**src/rtl/result_readout_pkg.sv**
```systemverilog
// Package: shared format codes for the result readout block.
// Assumes a two-bit format select; code 11 is folded onto parallel.
package result_readout_pkg;

    typedef enum logic [1:0] {
        FMT_PARALLEL  = 2'b00,
        FMT_BYTE_GATE = 2'b01,
        FMT_BYTE_FREE = 2'b10,
        FMT_PAR_ALIAS = 2'b11
    } fmt_code_e;

    // True when the code selects one of the byte/serial formats.
    function automatic logic fmt_is_byte(input logic [1:0] code);
        return (code == FMT_BYTE_GATE) || (code == FMT_BYTE_FREE);
    endfunction

endpackage

```
**src/rtl/result_hold.sv**
```systemverilog
// Module: result_hold
// Holds the last completed conversion result. It loads only on an
// end-of-conversion pulse and clears on synchronous active-low reset.
module result_hold #(
    parameter int RES_W = 12
) (
    input  logic             clk,
    input  logic             rst_n,
    input  logic             load,
    input  logic [RES_W-1:0] din,
    output logic [RES_W-1:0] q
);

    // Capture the new result at end of conversion only.
    always_ff @(posedge clk) begin
        if (!rst_n) begin
            q <= '0;
        end else if (load) begin
            q <= din;
        end
    end

endmodule

```
**src/rtl/format_decode.sv**
```systemverilog
// Module: format_decode
// Turns the two-bit format code and the strobes into lane controls.
// Assumes strobes are active low and already synchronous to the host.
module format_decode
    import result_readout_pkg::*;
(
    input  logic       cs_n,
    input  logic       rd_n,
    input  logic [1:0] fmt_sel,
    output logic       rd_act,
    output logic       byte_mode
);

    // A read is active only while both strobes are low.
    always_comb begin
        rd_act    = !cs_n && !rd_n;
        byte_mode = fmt_is_byte(fmt_sel);
    end

endmodule

```
**src/rtl/lane_mux.sv**
```systemverilog
// Module: lane_mux
// Builds per-line data and drive enables. Lanes below BYTE_W carry either
// the full result bits or the selected byte. Lanes above it are released
// in byte mode. Undriven lanes show zero data.
module lane_mux #(
    parameter int RES_W  = 12,
    parameter int BYTE_W = 8
) (
    input  logic             rd_act,
    input  logic             byte_mode,
    input  logic             hben,
    input  logic [RES_W-1:0] held,
    output logic [RES_W-1:0] data,
    output logic [RES_W-1:0] oe
);

    localparam int HI_W  = RES_W - BYTE_W;
    localparam int PAD_W = BYTE_W - HI_W;

    logic [BYTE_W-1:0] byte_val;

    // Pick the high or low half, zero-padding the high half.
    always_comb begin
        if (hben) begin
            byte_val = {{PAD_W{1'b0}}, held[RES_W-1:BYTE_W]};
        end else begin
            byte_val = held[BYTE_W-1:0];
        end
    end

    for (genvar i = 0; i < RES_W; i++) begin : g_lane
        if (i < BYTE_W) begin : g_byte_lane
            // Byte lane: driven on any read, source depends on format.
            always_comb begin
                oe[i]   = rd_act;
                data[i] = rd_act && (byte_mode ? byte_val[i] : held[i]);
            end
        end else begin : g_upper_lane
            // Upper lane: driven only in parallel format.
            always_comb begin
                oe[i]   = rd_act && !byte_mode;
                data[i] = rd_act && !byte_mode && held[i];
            end
        end
    end

endmodule

```
**src/rtl/result_readout.sv**
```systemverilog
// Module: result_readout (top)
// Holds the converter result and presents it on a host bus either as a
// full word or as two bytes. Assumes RES_W > BYTE_W and RES_W <= 2*BYTE_W.
module result_readout #(
    parameter int RES_W  = 12,
    parameter int BYTE_W = 8
) (
    input  logic             clk,
    input  logic             rst_n,
    input  logic             conv_done,
    input  logic [RES_W-1:0] conv_data,
    input  logic             cs_n,
    input  logic             rd_n,
    input  logic             hben,
    input  logic [1:0]       fmt_sel,
    output logic [RES_W-1:0] bus_data,
    output logic [RES_W-1:0] bus_oe
);

    logic [RES_W-1:0] held_q;
    logic             rd_act;
    logic             byte_mode;

    result_hold #(.RES_W(RES_W)) u_hold (
        .clk   (clk),
        .rst_n (rst_n),
        .load  (conv_done),
        .din   (conv_data),
        .q     (held_q)
    );

    format_decode u_dec (
        .cs_n      (cs_n),
        .rd_n      (rd_n),
        .fmt_sel   (fmt_sel),
        .rd_act    (rd_act),
        .byte_mode (byte_mode)
    );

    lane_mux #(.RES_W(RES_W), .BYTE_W(BYTE_W)) u_mux (
        .rd_act    (rd_act),
        .byte_mode (byte_mode),
        .hben      (hben),
        .held      (held_q),
        .data      (bus_data),
        .oe        (bus_oe)
    );

endmodule

```
**config.mk**
```make
export PLATFORM = sky130hd
export DESIGN_NAME = result_readout
export DESIGN_NICKNAME = d
export VERILOG_FILES = /design/src/rtl/result_readout_pkg.sv /design/src/rtl/result_hold.sv /design/src/rtl/format_decode.sv /design/src/rtl/lane_mux.sv /design/src/rtl/result_readout.sv
export SDC_FILE = /design/constraint.sdc
export NUM_CORES = 1
export LEC_CHECK = 0
export BUFFER_PORTS_ARGS = -buffer_cell sky130_fd_sc_hd__buf_2
export CORE_MARGIN = 2
export CORE_UTILIZATION = 44
export CTS_CLUSTER_DIAMETER = 150
export CTS_CLUSTER_SIZE = 8
export DETAILED_ROUTE_END_ITERATION = 16
export GPL_ROUTABILITY_DRIVEN = 0
export HOLD_SLACK_MARGIN = 0.06
export PLACE_DENSITY = 0.83
export SLEW_MARGIN = 5
export SYNTH_ARGS = -nofsm -noshare
export SYNTH_HDL_FRONTEND = slang
export SYNTH_HIERARCHICAL = 1
export SYNTH_SLANG_ARGS = --single-unit
```
**constraint.sdc**
```tcl
create_clock -name clk -period 3.2 [get_ports clk]
set_input_delay 0.32 -clock clk [delete_from_list [all_inputs] [get_ports clk]]
set_output_delay 0.32 -clock clk [all_outputs]
set_load 0.02 [all_outputs]
```
==> summary.txt <==
Setup path
  • CP peak stage delay: 440 ps
  • Crit start category: input port
  • CP bufs+invs: 2
  • CP Capture Type: output pin
  • CP max stage cell: xor2_1
  • WS Path Type: in2out
  • Maximum net fanout on the critical path: 7
  • CP most frequent cell: buf_2
  • Crit-path cells: buf_2 > xor2_1 > nand2_2 > and3_1 > buf_2
  • Top delay family on crit path: XOR/XNOR gates
  • WP data arrival: 1390 ps
  • CP required: 2880 ps

Route
  • Wirelength per Cell: 11.2 microns
  • Vias per cell: 4.65
  • Remaining DRCs: 0
  • Final wirelength: 1390 microns
  • Vias: 576
  • DR pass1 iterations: 3
  • DR iter-0 viols: 4
  • Antenna Violating Nets Remaining: 0

Layout
  • Synth-to-layout area growth: 23.2%
  • Most common cell after layout, fill and taps aside: buf_2
  • Area of the multi-input gates: 345 sq um
  • Final core occ: 0.571
  • Commonest cells after routing, fill and taps aside: buf_2, mux2i_1, nor2b_1, dfxtp_1
  • Reg with most FFs: u_hold/q
  • Share of layout cells above drive strength 1: 0.472
  • Number of nets in the layout: 130
  • Top Registers: u_hold/q x12
  • Fillers: 142
  • Largest register FFs: 12
  • Register area: 240 sq um
  • Antenna diode count: 0

Pwr
  • Peak supply drop: 0.288 mV
  • Clk pwr share: 0.266
  • PD cells: 380 nW/um^2
  • Lkg Pwr: 0.474 nW
  • Reg power frac: 0.505
  • Psw: 0.0895 mW
  • Combinational power share: 0.229
  • Int Pwr: 0.234 mW
  • Switching power share of the total: 0.277

STA
  • Slew @ Worst Pin: 523 ps
  • Max-slew headroom: 0.650
  • WHS: 314 ps
  • Min cycle time layout: 1710 ps
  • Final Cycle Share: 0.533
  • Maximum clock rate: 586 MHz
  • Final Skew: 0 ps
  • Final TNS setup: 0 ps
  • Final hold vios: 0
  • Setup-failing EPs final: 0
  • RSZ-0062 raised after global routing: no
  • Pins Over Slew Limit: 0
  • Final setup margin: 1490 ps

Global routing
  • GRT overflow: 0
  • Vias in the first global route: 528
  • Initial antenna violation count: 0
  • Pin count of the biggest net entering global routing: 22
  • Gr usage total: 0.159
  • First-pass GRT wire length: 2230 microns

Synth
  • Syn Inst Count: 75
  • Mean Syn Cell Area: 9.21 sq um
  • Synth warn: 6
  • Unique masters post-synth: 17
  • Mapped Area: 691 sq um
  • Synth top area share: 0.348
  • Syn Nets: 95
  • Synth area leaders: dfxtp_1, mux2i_1, buf_4
  • Sequential area share after synthesis: 0.348
  • Synth area leader: dfxtp_1
  • Flops & latches, synth: 12

Run status
  • Outcome: finished, final reports clean

Die
  • Die area: 1900 sq um
  • CORE AREA: 1490 sq um
  • Die width: 43.6 microns
  • Boundary Pins: 44
  • Die Height: 43.6 microns
  • # rows: 14
  • Initial Util: 0.464

Clock network
  • Post-CTS Hold Buffers: 0
  • Root Driver: clkbuf_4
  • CTS tree: done
  • Clk buf depth: 2
  • Post-CTS sizing: 0
  • Clock Sinks: 12
  • Max H-tree Level: 1
  • Num CTS Buffers: 3
  • Post-CTS setup buffer count: 0
  • Clock latency on the worst-skew pair: 260 ps
  • Clock Pin Slew Worst Setup and Hold Paths: 70 ps

Flow run
  • Max cap viols: 0

Placement
  • Dpl ws: 1500 ps
  • I/O Buffers: 43
  • Hpwl dp: 1090 microns

Worst hold path
  • Worst Hold Class: in2reg
-- per-layer routing --
layer,up-vias,track usage,share of wire,wire [microns]
met3,0,0.0500,0.076,106
met4,0,0.0727,0,0
met1,244,0.189,0.44,606
li1,310,-,-,-
met2,22,0.259,0.49,680
met5,-,0,0,0
-- cell type report --
class	instances	area share
clock buffer	3	0.0265
multi-input combinational	49	0.406
sequential	12	0.282
tap	16	0.0235
timing repair buffer	44	0.262
-- worst paths after layout --
| kind | start | endpoint | slack [ps] | cells past startpoint |
|---|---|---|---|---|
| setup / recovery | fmt_sel[0] | bus_data[6] | 1490 | 5 |
| hold / removal | conv_data[9] | u_hold/q[9]$_SDFFE_PN0P_ | 310 | 3 |
| setup reg to reg | u_hold/q[11]$_SDFFE_PN0P_ | u_hold/q[11]$_SDFFE_PN0P_ | 2580 | 2 |
| hold reg to reg | u_hold/q[6]$_SDFFE_PN0P_ | u_hold/q[6]$_SDFFE_PN0P_ | 510 | 2 |
-- per-stage QoR --
stage,power [mW],area [sq um],instances
6_report,0.323,851,124
5_1_grt,0.341,851,124
4_1_cts,0.328,851,124
3_5_place_dp,0.241,828,121
3_3_place_gp,0.239,828,121
2_1_floorplan,0.223,691,75
-- synth_stat cells --
cell type  number
nor2b_2         1
mux2i_1        12
and2_1          4
o21ai_1         3
and2_4          1
and3_1          4
buf_4          12
nor2b_1        12
buf_6           1
nand2_2         1
xor2_1          1
nand2_1         4
nand4_1         4
dfxtp_1        12
clkbuf_1        1
o21ai_2         1
nor2_1          1
-- power by group through the flow --
stage                     clock, mW  combinational (mW)  sequential [mW]
after global placement            0              0.0729            0.166
after CTS                    0.0906              0.0747            0.163
final                        0.0859              0.0740            0.163
after detailed placement          0              0.0745            0.167
after global routing         0.0956              0.0808            0.165
after floorplan                   0              0.0579            0.165
-- cells by family after synthesis --
group           count (synthesis)  share of synthesized area
compound gates                  4                     0.0344
xor+xnor                        1                     0.0127
buf+inv                        14                      0.152
flops                          12                      0.348
mux                            12                      0.174
simple gates                   32                      0.279
-- worst reg2reg max path: cells and delay by family, from the launching register on --
kind | cells | cell delay, ps
mux | 1 | 140
flops | 1 | 320
simple gates | 1 | 60
Note: power is estimated with default switching activity, not from simulation.
